--- src/rtl/vtg_pkg.sv ---
`timescale 1ns/1ps
package vtg_pkg;
  localparam int unsigned FIELD_W = 16;
  localparam int unsigned ADDR_W  = 8;
  localparam int unsigned DATA_W  = 32;
  localparam int unsigned NUM_IRQ = 4;

  localparam logic [ADDR_W-1:0] ADDR_ENABLE = 8'h00;
  localparam logic [ADDR_W-1:0] ADDR_SRST   = 8'h04;
  localparam logic [ADDR_W-1:0] ADDR_INTEN  = 8'h08;
  localparam logic [ADDR_W-1:0] ADDR_STATUS = 8'h0C;
  localparam logic [ADDR_W-1:0] ADDR_OUTSET = 8'h14;
  localparam logic [ADDR_W-1:0] ADDR_SIZE   = 8'h18;
  localparam logic [ADDR_W-1:0] ADDR_HSYNC  = 8'h20;
  localparam logic [ADDR_W-1:0] ADDR_HPORCH = 8'h24;
  localparam logic [ADDR_W-1:0] ADDR_VSYNC  = 8'h28;
  localparam logic [ADDR_W-1:0] ADDR_VPORCH = 8'h2C;
  localparam logic [ADDR_W-1:0] ADDR_TARGET = 8'hF0;

  typedef logic [FIELD_W-1:0] fld_t;

  typedef struct packed {
    fld_t sync;
    fld_t back;
    fld_t act;
    fld_t front;
  } axis_t;

  typedef struct packed {
    axis_t h;
    axis_t v;
  } timing_t;

  // control -> datapath
  typedef struct packed {
    logic    run;
    logic    rbSwap;
    fld_t    targetLine;
    timing_t timing;
  } ctl_t;

  // datapath -> control, bit order equals the status bit order
  typedef struct packed {
    logic targetHit;
    logic underflow;
    logic activeStart;
    logic frameStart;
  } evt_t;

  localparam timing_t DEFAULT_TIMING = '{
    h: '{sync: 16'd24, back: 16'd12, act: 16'd640, front: 16'd4},
    v: '{sync: 16'd2,  back: 16'd33, act: 16'd480, front: 16'd10}
  };
endpackage

--- src/rtl/vtg_axis.sv ---
`timescale 1ns/1ps
module vtg_axis
  import vtg_pkg::*;
#(
  parameter int unsigned POS_W = FIELD_W + 2
) (
  input  logic [POS_W-1:0] pos,
  input  axis_t            cfg,
  output logic             inSync,
  output logic             inActive,
  output logic             isFirstActive,
  output logic             isLast
);
  localparam int unsigned PAD = POS_W - FIELD_W;

  logic [POS_W-1:0] syncEnd;
  logic [POS_W-1:0] actBegin;
  logic [POS_W-1:0] actEnd;
  logic [POS_W-1:0] total;

  always_comb begin
    syncEnd  = {{PAD{1'b0}}, cfg.sync};
    actBegin = syncEnd + {{PAD{1'b0}}, cfg.back};
    actEnd   = actBegin + {{PAD{1'b0}}, cfg.act};
    total    = actEnd + {{PAD{1'b0}}, cfg.front};
  end

  assign inSync        = pos < syncEnd;
  assign inActive      = (pos >= actBegin) && (pos < actEnd);
  assign isFirstActive = (pos == actBegin) && (cfg.act != '0);
  assign isLast        = (pos + POS_W'(1)) >= total;
endmodule

--- src/rtl/vtg_path.sv ---
`timescale 1ns/1ps
module vtg_path
  import vtg_pkg::*;
#(
  parameter  int unsigned COMP_W = 8,
  localparam int unsigned PIX_W  = 3 * COMP_W,
  localparam int unsigned POS_W  = FIELD_W + 2
) (
  input  logic             clk,
  input  logic             rstN,
  input  ctl_t             ctl,
  input  logic [PIX_W-1:0] pixIn,
  input  logic             pixValid,
  output logic [PIX_W-1:0] pixOut,
  output logic             hsyncOut,
  output logic             vsyncOut,
  output logic             deOut,
  output logic             blankOut,
  output evt_t             evt
);
  logic [POS_W-1:0] hPos;
  logic [POS_W-1:0] vPos;
  timing_t          live;

  logic hSync, hAct, hFirst, hLast;
  logic vSync, vAct, vFirst, vLast;

  vtg_axis #(.POS_W(POS_W)) hAxis_i (
    .pos(hPos), .cfg(live.h),
    .inSync(hSync), .inActive(hAct), .isFirstActive(hFirst), .isLast(hLast)
  );

  vtg_axis #(.POS_W(POS_W)) vAxis_i (
    .pos(vPos), .cfg(live.v),
    .inSync(vSync), .inActive(vAct), .isFirstActive(vFirst), .isLast(vLast)
  );

  // raster counters; the live timing copy is refreshed only at frame wrap
  always_ff @(posedge clk or negedge rstN) begin
    if (!rstN) begin
      hPos <= '0;
      vPos <= '0;
      live <= DEFAULT_TIMING;
    end else if (!ctl.run) begin
      hPos <= '0;
      vPos <= '0;
      live <= ctl.timing;
    end else if (hLast) begin
      hPos <= '0;
      if (vLast) begin
        vPos <= '0;
        live <= ctl.timing;
      end else begin
        vPos <= vPos + POS_W'(1);
      end
    end else begin
      hPos <= hPos + POS_W'(1);
    end
  end

  logic activeNow;
  logic atOrigin;
  assign activeNow = ctl.run && hAct && vAct;
  assign atOrigin  = (hPos == '0) && (vPos == '0);

  assign hsyncOut = ctl.run && hSync;
  assign vsyncOut = ctl.run && vSync;
  assign deOut    = activeNow;
  assign blankOut = !activeNow;

  // component exchange: outer components trade places, middle stays
  logic [PIX_W-1:0] swapped;
  for (genvar c = 0; c < 3; c++) begin : g_swap
    assign swapped[c*COMP_W +: COMP_W] = pixIn[(2-c)*COMP_W +: COMP_W];
  end

  always_comb begin
    if (activeNow && pixValid) pixOut = ctl.rbSwap ? swapped : pixIn;
    else                       pixOut = '0;
  end

  always_comb begin
    evt.frameStart  = ctl.run && atOrigin;
    evt.activeStart = ctl.run && hFirst && vFirst;
    evt.underflow   = activeNow && !pixValid;
    evt.targetHit   = ctl.run && (hPos == '0) &&
                      (vPos == {{(POS_W-FIELD_W){1'b0}}, ctl.targetLine});
  end

  AST_DE_NOT_SYNC: assert property (@(posedge clk) disable iff (!rstN)
    deOut |-> (!hsyncOut && !vsyncOut));

  AST_IDLE_ORIGIN: assert property (@(posedge clk) disable iff (!rstN)
    !ctl.run |=> (hPos == '0 && vPos == '0));

  AST_SHADOW_STABLE: assert property (@(posedge clk) disable iff (!rstN)
    (ctl.run && !(hLast && vLast)) |=> $stable(live));

  AST_UFLOW_ZERO: assert property (@(posedge clk) disable iff (!rstN)
    (deOut && !pixValid) |-> (pixOut == '0));

  AST_BLANK_INV: assert property (@(posedge clk) disable iff (!rstN)
    $countones({deOut, blankOut}) == 1);
endmodule

--- src/rtl/vtg_ctrl.sv ---
`timescale 1ns/1ps
module vtg_ctrl
  import vtg_pkg::*;
(
  input  logic              clk,
  input  logic              rstN,
  input  logic [ADDR_W-1:0] busAddr,
  input  logic              busWr,
  input  logic [DATA_W-1:0] busWdata,
  output logic [DATA_W-1:0] busRdata,
  input  evt_t              evt,
  output ctl_t              ctl,
  output logic              irqOut
);
  logic               enReg;
  logic               rstReg;
  logic               swapReg;
  logic [NUM_IRQ-1:0] intEn;
  logic [NUM_IRQ-1:0] sta;
  logic [NUM_IRQ-1:0] evtVec;
  fld_t               target;
  timing_t            prog;

  logic wrHit [ADDR_TARGET+1];
  for (genvar a = 0; a <= ADDR_TARGET; a++) begin : g_dec
    assign wrHit[a] = busWr && (busAddr == ADDR_W'(a));
  end

  assign evtVec = evt;

  always_ff @(posedge clk or negedge rstN) begin
    if (!rstN) begin
      enReg   <= 1'b0;
      rstReg  <= 1'b0;
      swapReg <= 1'b0;
      intEn   <= '0;
      target  <= '0;
      prog    <= DEFAULT_TIMING;
    end else begin
      if (wrHit[ADDR_ENABLE]) enReg   <= busWdata[0];
      if (wrHit[ADDR_SRST])   rstReg  <= busWdata[0];
      if (wrHit[ADDR_OUTSET]) swapReg <= busWdata[0];
      if (wrHit[ADDR_INTEN])  intEn   <= busWdata[NUM_IRQ-1:0];
      if (wrHit[ADDR_TARGET]) target  <= busWdata[FIELD_W-1:0];
      if (wrHit[ADDR_SIZE]) begin
        prog.v.act <= busWdata[DATA_W-1:FIELD_W];
        prog.h.act <= busWdata[FIELD_W-1:0];
      end
      if (wrHit[ADDR_HSYNC]) prog.h.sync <= busWdata[FIELD_W-1:0];
      if (wrHit[ADDR_HPORCH]) begin
        prog.h.front <= busWdata[DATA_W-1:FIELD_W];
        prog.h.back  <= busWdata[FIELD_W-1:0];
      end
      if (wrHit[ADDR_VSYNC]) prog.v.sync <= busWdata[FIELD_W-1:0];
      if (wrHit[ADDR_VPORCH]) begin
        prog.v.front <= busWdata[DATA_W-1:FIELD_W];
        prog.v.back  <= busWdata[FIELD_W-1:0];
      end
    end
  end

  // status: write-zero clears, events set and win over a clear
  always_ff @(posedge clk or negedge rstN) begin
    if (!rstN)       sta <= '0;
    else if (rstReg) sta <= '0;
    else sta <= (wrHit[ADDR_STATUS] ? (sta & busWdata[NUM_IRQ-1:0]) : sta) | evtVec;
  end

  assign irqOut = |(sta & intEn);

  always_comb begin
    ctl.run        = enReg && !rstReg;
    ctl.rbSwap     = swapReg;
    ctl.targetLine = target;
    ctl.timing     = prog;
  end

  always_comb begin
    unique case (busAddr)
      ADDR_ENABLE: busRdata = DATA_W'(enReg);
      ADDR_SRST:   busRdata = DATA_W'(rstReg);
      ADDR_INTEN:  busRdata = DATA_W'(intEn);
      ADDR_STATUS: busRdata = DATA_W'(sta);
      ADDR_OUTSET: busRdata = DATA_W'(swapReg);
      ADDR_SIZE:   busRdata = {prog.v.act, prog.h.act};
      ADDR_HSYNC:  busRdata = DATA_W'(prog.h.sync);
      ADDR_HPORCH: busRdata = {prog.h.front, prog.h.back};
      ADDR_VSYNC:  busRdata = DATA_W'(prog.v.sync);
      ADDR_VPORCH: busRdata = {prog.v.front, prog.v.back};
      ADDR_TARGET: busRdata = DATA_W'(target);
      default:     busRdata = '0;
    endcase
  end

  for (genvar i = 0; i < NUM_IRQ; i++) begin : g_staChk
    AST_STA_SET: assert property (@(posedge clk) disable iff (!rstN)
      (evtVec[i] && !rstReg) |=> sta[i]);

    AST_STA_STICKY: assert property (@(posedge clk) disable iff (!rstN)
      (sta[i] && !rstReg && !(wrHit[ADDR_STATUS] && !busWdata[i])) |=> sta[i]);
  end

  AST_SRST_CLEARS: assert property (@(posedge clk) disable iff (!rstN)
    rstReg |=> (sta == '0));

  AST_IRQ_NEEDS_EN: assert property (@(posedge clk) disable iff (!rstN)
    irqOut |-> (intEn != '0));
endmodule

--- src/rtl/vid_timing_gen.sv ---
`timescale 1ns/1ps
module vid_timing_gen
  import vtg_pkg::*;
#(
  parameter  int unsigned COMP_W = 8,
  localparam int unsigned PIX_W  = 3 * COMP_W
) (
  input  logic              clk,
  input  logic              rstN,
  input  logic [ADDR_W-1:0] busAddr,
  input  logic              busWr,
  input  logic [DATA_W-1:0] busWdata,
  output logic [DATA_W-1:0] busRdata,
  input  logic [PIX_W-1:0]  pixIn,
  input  logic              pixValid,
  output logic [PIX_W-1:0]  pixOut,
  output logic              hsyncOut,
  output logic              vsyncOut,
  output logic              deOut,
  output logic              blankOut,
  output logic              irqOut
);
  ctl_t ctl;
  evt_t evt;

  vtg_ctrl ctrl_i (
    .clk(clk), .rstN(rstN),
    .busAddr(busAddr), .busWr(busWr), .busWdata(busWdata), .busRdata(busRdata),
    .evt(evt), .ctl(ctl), .irqOut(irqOut)
  );

  vtg_path #(.COMP_W(COMP_W)) path_i (
    .clk(clk), .rstN(rstN), .ctl(ctl),
    .pixIn(pixIn), .pixValid(pixValid), .pixOut(pixOut),
    .hsyncOut(hsyncOut), .vsyncOut(vsyncOut), .deOut(deOut), .blankOut(blankOut),
    .evt(evt)
  );
endmodule

--- config.mk ---
export PLATFORM = sky130hd
export DESIGN_NAME = vid_timing_gen
export DESIGN_NICKNAME = d
export VERILOG_FILES = /design/src/rtl/vtg_pkg.sv /design/src/rtl/vtg_axis.sv /design/src/rtl/vtg_path.sv /design/src/rtl/vtg_ctrl.sv /design/src/rtl/vid_timing_gen.sv
export SDC_FILE = /design/constraint.sdc
export NUM_CORES = 1
export LEC_CHECK = 0
export ABC_AREA = 1
export BUFFER_PORTS_ARGS = -buffer_cell sky130_fd_sc_hd__clkbuf_2
export CAP_MARGIN = 30
export CORE_MARGIN = 2
export CORE_UTILIZATION = 50
export CTS_BUF_LIST = sky130_fd_sc_hd__clkbuf_2
export CTS_CLUSTER_SIZE = 24
export DETAILED_ROUTE_END_ITERATION = 10
export GPL_TIMING_DRIVEN = 1
export PLACE_DENSITY = 0.65
export SLEW_MARGIN = 20
export SYNTH_ARGS = -nofsm -noshare
export SYNTH_HDL_FRONTEND = slang
export SYNTH_SLANG_ARGS = --single-unit
--- constraint.sdc ---
create_clock -name clk -period 6.5 [get_ports clk]
set_input_delay 0.65 -clock clk [delete_from_list [all_inputs] [get_ports clk]]
set_output_delay 0.65 -clock clk [all_outputs]
set_load 0.02 [all_outputs]
Yosys cells after proc, flatten, opt, wreduce, memory -nomap -nowiden. Index checks and enable logic that the tools add are counted.

Add/sub/neg operators: 8. Magnitude comparators: 8. Equal/unequal tests: 15. Multiplexer cells: 13. Bitwise operators: 3. Reductions and logical operators: 38.

Operators with widths (count): $mux W128 (3); $pmux W32 S11 (1); $mux W18 (5); $add A18 B16 Y18 (4); $ge A18 B18 Y1 (4); $mux W24 (2); $add A18 B1 Y18 const B (2); $eq A18 B18 Y1 (2); $logic_not A18 Y1 (2); $lt A18 B16 Y1 (2); $lt A18 B18 Y1 (2); $add A16 B16 Y17 (2); $eq A8 B6 Y1 const B (4); $reduce_bool A16 Y1 (2); $logic_and A1 B1 Y1 (28); $eq A18 B16 Y1 (1); $eq A8 B4 Y1 const B (2); $eq A8 B5 Y1 const B (2); $and A4 B4 Y4 (2); $eq A8 B3 Y1 const B (1); $eq A8 B8 Y1 const B (1); $logic_not A8 Y1 (1); $mux W4 (2); $ne A2 B2 Y1 const B (2); other kinds (4) (6).

Register bits: 319. Word-level logic and storage cells: 109.

Longest topological paths before layout. Gate-level depths: netlist of the first run.

Depth after elaboration: 9. Depth in mapped cells: 42. Mapped depth without buffers: 40.

By module. A second synthesis of the first run with hierarchy kept.

Cell total of the unflattened synthesis: 3252. Area total of the unflattened synthesis: 23959.2 µm².

Modules (own cells, without submodules): vtg_ctrl (times used 1, cells each 885, area each 7430.9 µm², sequential area each 3898.7 µm²); vtg_path (times used 1, cells each 949, area each 7420.9 µm², sequential area each 4124.0 µm²); vtg_axis (path_i.hAxis_i) (times used 1, cells each 711, area each 4571.9 µm², sequential area each 0.0 µm²); vtg_axis (path_i.vAxis_i) (times used 1, cells each 707, area each 4535.6 µm², sequential area each 0.0 µm²).

Worst setup path after synthesis of the first run. OpenSTA, ideal clock, no wires.

Kind: reg2reg. Start point: register path_i.live[32] (netlist name). End point: register path_i.live[26] (netlist name). Data arrival time: 5399 ps. Data required time: 6383 ps. Setup slack: 985 ps. Cell stages (with the launch flop): 35. Buffers on the path: 2. Period minus slack after synthesis: 5515 ps. Cell sequence: dfstp_2 ha_1 inv_1 fa_1 nand3b_1 nand2_1 nand2_1 nand2_1 nand2_1 nand2_1 xor2_1 ha_1 a21oi_1 a21boi_0 o21ai_0 a21boi_0 xor2_1 inv_1 ha_1 nand2_1 nor2_1 nand3_1 nand4_1 a21oi_1 xor2_1 ha_1 nand2_1 nor4_2 nand4_1 nand4_2 nand2_1 buf_4 buf_6 nand2_1 nand2_1.

Cells in the longest elaborated chain, start to end: 6.

Ends and longest elaborated chain: start: declaration (RTL line vtg_path.sv:23) `timing_t live;`; start signal: assignment (RTL line vtg_path.sv:47) `live <= ctl.timing;`; start signal: assignment (RTL line vtg_path.sv:52) `live <= ctl.timing;`; $add A16 B16 Y17 (RTL line vtg_axis.sv:23) `actBegin = syncEnd + {{PAD{1'b0}}, cfg.back};`; $add A18 B16 Y18 (RTL line vtg_axis.sv:24) `actEnd = actBegin + {{PAD{1'b0}}, cfg.act};`; $add A18 B16 Y18 (RTL line vtg_axis.sv:25) `total = actEnd + {{PAD{1'b0}}, cfg.front};`; $ge A18 B18 Y1 (RTL line vtg_axis.sv:31) `assign isLast = (pos + POS_W'(1)) >= total;`; $ne A2 B2 Y1 (no source line); $reduce_and A2 Y1 (no source line).

No other way between the ends. A chain may end at the register's enable or synchronous reset.

Worst setup path in the final report of the first run.
Start point: register path_i.live[32] (netlist name). End point: output port pixOut[16].

Cells in the longest elaborated chain, start to end: 7.

Ends and longest elaborated chain: $add A16 B16 Y17 (*) (RTL line vtg_axis.sv:23); $add A18 B16 Y18 (RTL line vtg_axis.sv:24); $lt A18 B18 Y1 (RTL line vtg_axis.sv:29) `assign inActive = (pos >= actBegin) && (pos < actEnd);`; $logic_and A1 B1 Y1 (*) (RTL line vtg_axis.sv:29); $logic_and A1 B1 Y1 (*) (RTL line vtg_path.sv:63) `assign activeNow = ctl.run && hAct && vAct;`; $logic_and A1 B1 Y1 (*) (RTL line vtg_path.sv:78) `if (activeNow && pixValid) pixOut = ctl.rbSwap ? swapped : pixIn;`; $mux W24 (*) (RTL line vtg_path.sv:78); end: declaration (RTL line vid_timing_gen.sv:16) `output logic [PIX_W-1:0] pixOut,`.

Every way passes the cells marked *; elsewhere a longest branch is shown, timed or not.

==> metrics, run 1 <==
outcome finished, violations left; failing checks setup timing; Inst Count DP 3684; H-tree depth 3; Clock Latency Late Sink 1.10 ns; share of synthesized registers carrying an async set or reset 100%; Clock Path Buffers 3; top-area cell type share of the netlist area 31.5%; CP Capture Type output port; GPL Wtd Cong 0.915; largest net degree at the start of global routing 147; Worst EP required 5.85 ns; post-route insts no fill 3922; Die Width 217 µm; reg2reg path depth 36; Min-Delay Path Depth 6; Max Cap Viol 0; crit path kind reg -> out; syn_nets 3324; DR WL/cell 18.9 µm; reg2reg start path_i.live[112]; Post-Syn Instances 3010; initial antenna violation count 2; switch share 36.7%; PortBufs 128; syn avg cell area 7.56 µm²; net switching power 1840 µW; cell taking the most area after synthesis dfrtp_1; Post-DRT Antenna Nets 0; maximum VDD drop 0.000151 V; CTS tree built; Clk pwr share 29.7%; Top cell by count, worst path nand2_2; fin. max-slew vios 0; layout cells sized above 1 17.7%; Reg power frac 44.2%; Yosys reg bits 319; Final HPWL DP 55900 µm; Fmax achieved 152 MHz; P_int 3170 µW; CP arrival 5.93 ns; worst hold-check path type in -> reg; Worst-path clk slew 0.11 ns; largest cells by area after synthesis dfrtp_1, nand2_1, ha_1, inv_1, nand3_1; slowest cell delay on critical path 0.54 ns; synthesized area 0.0228 mm²; Tcrit/Tclk final 101%; Worst Slack Setup Final -0.0832 ns; final core utilization 59.5%; number of global-route vias before repair 21000; clk_skew 0.108 ns; Nets 3564; relative max-transition margin 36.5%; via count 21700; critical path startpoint category flip-flop; CP max-delay cell dfstp_2; Initial Util 50.4%; Reg-to-Reg End path_i.live[28]; final setup fails 24; Pwr Total 5010 µW; Final min period 6.58 ns; Warnings, synthesis 0; Layout area overhead 18.0%; Hold Path Origin busAddr[6]; total CTS buffers 87; # DRC 0; Initial DRC Count 1744; RSZ-0062 raised after global routing true; combinational power share 26.1%; CTS Sinks 319; Fin. Hold Viols 0; Slew @ Worst Pin 0.952 ns; commonest register cell after synthesis dfrtp_1; post-synthesis cell type count 55; Leak Pwr 0.0141 µW; total grt overflow 0; Post-synth EDFFs 0; core area 0.0452 mm²; Root Driver clkbuf_2; Ports 129; WL final 74300 µm; die height 217 µm; Hold Path Sink ctrl_i.intEn[2]; DR vias/cell 5.54; number of placement rows 78; worst hold slack 0.224 ns; first-pass GRT wire length 116000 µm; Setup TNS -0.887 ns; Die Area 0.0473 mm²; Power Density 186 mW/mm²; number of detailed-route iterations in the first pass 6; R2R Setup Slk 0.06 ns; CP max FO 8; GRT Util Overall 31.6%; sequential area share after synthesis 35.2%
-- layout make-up --
cell class,instances,area [µm²]
Clock inverter,32,178
Clock buffer,127,636
Sequential cell,319,8020
Fill cell,4148,18300
Inverter,349,1320
Antenna cell,2,5.00
Multi-Input combinational cell,2247,13900
Tap cell,600,751
Timing Repair Buffer,246,2100
-- metrics by stage --
step / setup slack, ns / cell area, µm²
after floorplan: 0.985 / 22800
after global placement: -0.307 / 24000
after detailed placement: -0.337 / 24100
after CTS: -0.296 / 25900
after global routing: -0.372 / 26900
final: -0.0832 / 26900
-- worst max-delay path by stage --
stage	start	end	slack [ns]	cells past startpoint
final	path_i.live[32]	pixOut[16]	-0.08	32
after CTS	path_i.live[112]	pixOut[17]	-0.30	30
after global routing	path_i.live[112]	pixOut[16]	-0.37	31
after detailed placement	path_i.live[112]	path_i.live[74]	-0.34	36
after global placement	path_i.live[112]	path_i.live[14]	-0.31	35
after floorplan	path_i.live[32]	path_i.live[26]	0.98	34
-- kinds of logic after synthesis --
logic type,Yosys count,synth area share [%]
AO/OA/AOI/OAI,490,11.9
XOR/XNOR,116,4.46
adder cells (fa/ha/maj),246,13.7
buffers and inverters,444,8.39
flip-flops,319,35.2
AND/OR/NAND/NOR,1395,26.3
-- cell usage after synthesis (all sizes together), types with 8 or more instances --
library cell and number:
nand2 921, inv 347, dfrtp 287, o21ai 246, ha 240, nand3 218, nor2 157, a21oi 151
xor2 85, buf 63, nand4 40, dfstp 32, clkbuf 31, xnor2 31, nor3 29, a21o 18
nor4 17, a221oi 12, a31oi 11, o21bai 10, o22ai 8
-- power groups by stage --
stage | sequential (µW) | clock [µW] | combinational (µW)
floorplan | 2190 | 0 | 813
global placement | 2240 | 0 | 1120
detailed placement | 2240 | 0 | 1150
CTS | 2200 | 1530 | 1210
global route | 2220 | 1630 | 1460
finish | 2210 | 1490 | 1310
-- flip-flops by register name (all words and copies together), names as in the netlist --
register and flops:
ctrl_i.swapReg 1, ctrl_i.enReg 1, ctrl_i.ctl 128, path_i.vPos 18, ctrl_i.target 16, ctrl_i.sta 4
path_i.hPos 18, ctrl_i.rstReg 1, path_i.live 128, ctrl_i.intEn 4
-- cell usage in the layout, fill, tap and decap left out, types with 9 or more instances in the layout --
cell type      count
o21ai_1           45
nor3_2             9
nand2_2           28
o21ai_0          192
nor2_4            29
a21oi_1          126
xnor2_1           23
dfstp_2           32
nand4_1           39
ha_4              27
nor3_1            19
nand2_1          886
buf_12            14
ha_1             206
nor4_1            16
nand3_1          214
clkinv_1          24
dfrtp_1          286
nor2_1           115
a221oi_1          12
buf_4             57
buf_8             25
inv_1            330
clkbuf_2         229
a21oi_2           18
xor2_2            11
a31oi_1           10
inv_2             15
dlygate4sd3_1     44
a21o_1            18
xor2_1            72
nor2_2            13
-- per-layer routing --
layer | part of all wire (%) | track usage, %
met1 | 45 | 43.2
met2 | 45 | 50.3
met3 | 6.3 | 4.99
met4 | 3.6 | 12.3
met5 | 0 | 0
-- critical path: cells and delay by family, from the launching register on --
family                     cells  cell delay (ns)
and+or+nand+nor               17             1.86
adders and majority gates      4             1.03
AOI/OAI and AO/OA              6             0.90
DFF                            1             0.54
buffers and inverters          5             0.48
-- what timing repair did --
item,CTS,global route
setup buffers,13,18
pin swaps,32,70
hold buffers,44,0
endpoints found under the hold margin,260,0
gates cloned,1,0
endpoints found under the setup margin,190,190
resized for setup,107,166
No activity file was read; power rests on OpenSTA's default activity.
==> inputs of run 2 (changes only) <==
--- a/config.mk
+++ b/config.mk
@@ -5,7 +5,7 @@
 export SDC_FILE = /design/constraint.sdc
 export NUM_CORES = 1
 export LEC_CHECK = 0
-export ABC_AREA = 1
+export ABC_AREA = 0
 export BUFFER_PORTS_ARGS = -buffer_cell sky130_fd_sc_hd__clkbuf_2
 export CAP_MARGIN = 30
 export CORE_MARGIN = 2
==> run 2 against run 1 <==
The run still ends with setup timing left. Clock power fell by 4%. Power is 2.1% higher. Flip-flop and latch count did not move. Wire length fell by 9.3%. First-iteration DRC count fell by 26%. Design area increased by 3.2%. Clock skew rose by 0.039 ns. Critical endpoint is now pixOut[23]. Largest power group unchanged. Highest routed layer unchanged.
==> metrics, run 2 <==
number of detailed-route iterations in the first pass 8 (was 6); final core utilization 63.0% (was 59.5%); Slew @ Worst Pin 0.931 ns (was 0.952 ns); RSZ-0062 raised after global routing true (unchanged); final instance area 0.0277 mm² (was 0.0269 mm²); Nets 2852 (was 3564); Warnings, synthesis 0 (unchanged); worst setup path end pixOut[23] (was pixOut[16]); synthesized area 0.0222 mm² (was 0.0228 mm²); Layout area overhead 25.0% (was 18.0%); commonest non-fill, non-tap cell in the layout dfrtp_1 (was nand2_1); Pwr Total 5110 µW (was 5010 µW); reg2reg start path_i.live[32] (was path_i.live[112]); Clock Path Buffers 3 (unchanged); Worst-path clk slew 0.10 ns (was 0.11 ns); placed instance area 0.0249 mm² (was 0.0241 mm²); mux share of post-synthesis cell area 16.8% (was 0%); Fin. Hold Viols 0 (unchanged); commonest register cell after synthesis dfrtp_1 (unchanged); slowest cell delay on critical path 0.56 ns (was 0.54 ns); CP max-delay cell dfstp_2 (unchanged); reg2reg path depth 33 (was 36); first-pass GRT wire length 102000 µm (was 116000 µm); Die Width 215 µm (was 217 µm); xor/xnor cell area share of the yosys netlist 5.25% (was 4.46%); adder-cell share of the synthesized area 14.1% (was 13.7%); Ports 129 (unchanged); R2R Setup Slk -0.54 ns (was 0.06 ns); Final min period 7.30 ns (was 6.58 ns); Tcrit/Tclk final 112% (was 101%); Critical Path Start path_i.live[98] (was path_i.live[32]); H-tree depth 3 (unchanged); # DRC 0 (unchanged); via count 18300 (was 21700); Hold Path Origin busAddr[4] (was busAddr[6]); Post-synth EDFFs 0 (unchanged); Worst EP required 5.85 ns (about the same); crit path kind reg -> out (unchanged); Max Cap Viol 0 (unchanged); clk_skew 0.148 ns (was 0.108 ns); CTS tree built (unchanged); fin. max-slew vios 0 (unchanged); largest cells by area after synthesis dfrtp_1, ha_1, mux2_2, mux2_4, dfstp_2 (was dfrtp_1, nand2_1, ha_1, inv_1, nand3_1); worst hold-check path type in -> reg (unchanged); sequential area share after synthesis 36.2% (was 35.2%); Worst Slack Setup Final -0.795 ns (was -0.0832 ns); layout cells sized above 1 37.9% (was 17.7%); top-area cell type share of the netlist area 32.4% (was 31.5%); Final HPWL DP 49800 µm (was 55900 µm); share of synthesized registers carrying an async set or reset 100% (unchanged); CTS Sinks 319 (unchanged); post-synthesis simple-gate area fraction 9.98% (was 26.3%); CP max FO 12 (was 8); worst hold slack 0.217 ns (was 0.224 ns); GRT Util Overall 28.4% (was 31.6%); Die Area 0.0461 mm² (was 0.0473 mm²); Root Driver clkbuf_2 (unchanged); die height 215 µm (was 217 µm); CP arrival 6.65 ns (was 5.93 ns); final setup fails 184 (was 24); Clock Latency Late Sink 1.08 ns (was 1.10 ns); total CTS buffers 83 (was 87); GPL Wtd Cong 0.924 (was 0.915); Post-Syn Instances 2066 (was 3010); Fmax achieved 137 MHz (was 152 MHz); Initial DRC Count 1285 (was 1744); Reg-to-Reg End path_i.live[67] (was path_i.live[28]); failing checks setup timing (unchanged); Post-DRT Antenna Nets 0 (unchanged); DR vias/cell 5.71 (was 5.54); commonest cells after routing, fill and taps aside dfrtp_1, buf_4, clkbuf_2 (was nand2_1, inv_1, dfrtp_1); maximum VDD drop 0.0000972 V (was 0.000151 V); Yosys reg bits 319 (unchanged); total grt overflow 0 (unchanged); Power Density 184 mW/mm² (was 186 mW/mm²); largest family of logic cells by synthesized area multiplexers (was simple AND/OR/NAND/NOR gates); cell taking the most area after synthesis dfrtp_1 (unchanged); relative max-transition margin 37.8% (was 36.5%); Initial Util 50.4% (about the same); number of placement rows 77 (was 78); CP Capture Type output port (unchanged); initial antenna violation count 1 (was 2); outcome finished, violations left (unchanged); post-synthesis cell type count 76 (was 55); most common cell in the netlist dfrtp_1 (was nand2_1); critical path startpoint category flip-flop (unchanged); core area 0.0440 mm² (was 0.0452 mm²); DR WL/cell 21.1 µm (was 18.9 µm); Leak Pwr 0.0142 µW (was 0.0141 µW); syn_nets 2380 (was 3324); Commonest cells post-synth dfrtp_1, ha_1, mux2_2, inv_1, mux2_4 (was nand2_1, inv_1, dfrtp_1, ha_1, nand3_1); number of global-route vias before repair 18200 (was 21000); largest net degree at the start of global routing 131 (was 147); PortBufs 128 (unchanged); compound-cell area share of the yosys netlist 13.1% (was 11.9%); syn avg cell area 10.7 µm² (was 7.56 µm²); WL final 67400 µm (was 74300 µm)
-- run 2: changes by cell type in the layout (fill, tap and decap cells not counted), sizes merged, moves of 71 or more --
cell | previous run | this run
o21ai | 246 | 82
inv | 350 | 153
mux2 | 0 | 283
buf | 100 | 303
nor2 | 157 | 86
nand3 | 218 | 53
nand2 | 921 | 89
-- run 2: timing repair --
action,in CTS,in global routing
hold buffers,40,0
endpoints found under the setup margin,189,190
buffers inserted,28,22
pin swaps,43,48
cloned,2,7
gates resized for setup,110,148
endpoints found under the hold margin,245,0
-- run 2: worst min-delay path by stage --
stage                           end  slack (ns)  cells past startpoint
floorplan             ctrl_i.ctl[0]        0.35                      0
global placement    path_i.live[46]        0.50                      1
detailed placement  path_i.live[44]        0.50                      1
CTS                  ctrl_i.swapReg        0.07                      5
global route         ctrl_i.swapReg        0.11                      3
finish               ctrl_i.swapReg        0.22                      5
-- run 2: through the flow --
step	setup TNS [ns]	cells	setup slack (ns)
4_1_cts	-87.41	3168	-0.766
3_5_place_dp	-61.75	2946	-0.516
5_1_grt	-128.69	3198	-1.09
2_1_floorplan	0	2066	0.0301
6_report	-80.17	3198	-0.795
3_3_place_gp	-46.61	2946	-0.403
-- run 2: worst max-delay path: cells and delay by family, from the launching register on --
| family | cells | cell delay [ns] |
|---|---|---|
| compound gates | 7 | 1.55 |
| simple gates | 9 | 1.51 |
| buf+inv | 6 | 0.97 |
| fa+ha+maj | 3 | 0.72 |
| flops | 1 | 0.56 |
| xor+xnor | 2 | 0.29 |
-- run 2: kinds of logic after synthesis --
| kind of cell | after synthesis |
|---|---|
| AOI/OAI and AO/OA | 422 |
| muxes | 300 |
| adders and majority gates | 246 |
| buffers and inverters | 216 |
| DFF | 319 |
| and+or+nand+nor | 430 |
| xor gates and xnor gates | 133 |
-- run 2: final cells by class --
| cell class | count | area [µm²] |
|---|---|---|
| fill | 3602 | 16300 |
| multi-input combinational | 1532 | 14000 |
| sequential | 319 | 8020 |
| timing repair buffer | 451 | 3640 |
| tap | 592 | 741 |
| clock buffer | 125 | 626 |
| inverter | 151 | 567 |
| clock inverter | 27 | 146 |
| antenna | 1 | 2.50 |
-- run 2: power breakdown --
part / leakage (µW) / internal [µW] / switching, µW
sequential: 0.00429 / 2090 / 122
clock: 0.000590 / 558 / 870
combinational: 0.00932 / 728 / 739
total: 0.0142 / 3380 / 1730
-- run 2: routing by layer --
layer	vias to the layer above	part of all wire [%]	track usage (%)	wire length, µm
met5	-	0	0	0
met4	0	2.6	9.26	1770
met3	100	5.1	4.60	3420
met2	512	47	46.3	31900
met1	9091	45	38.6	30300
li1	8568	-	-	-
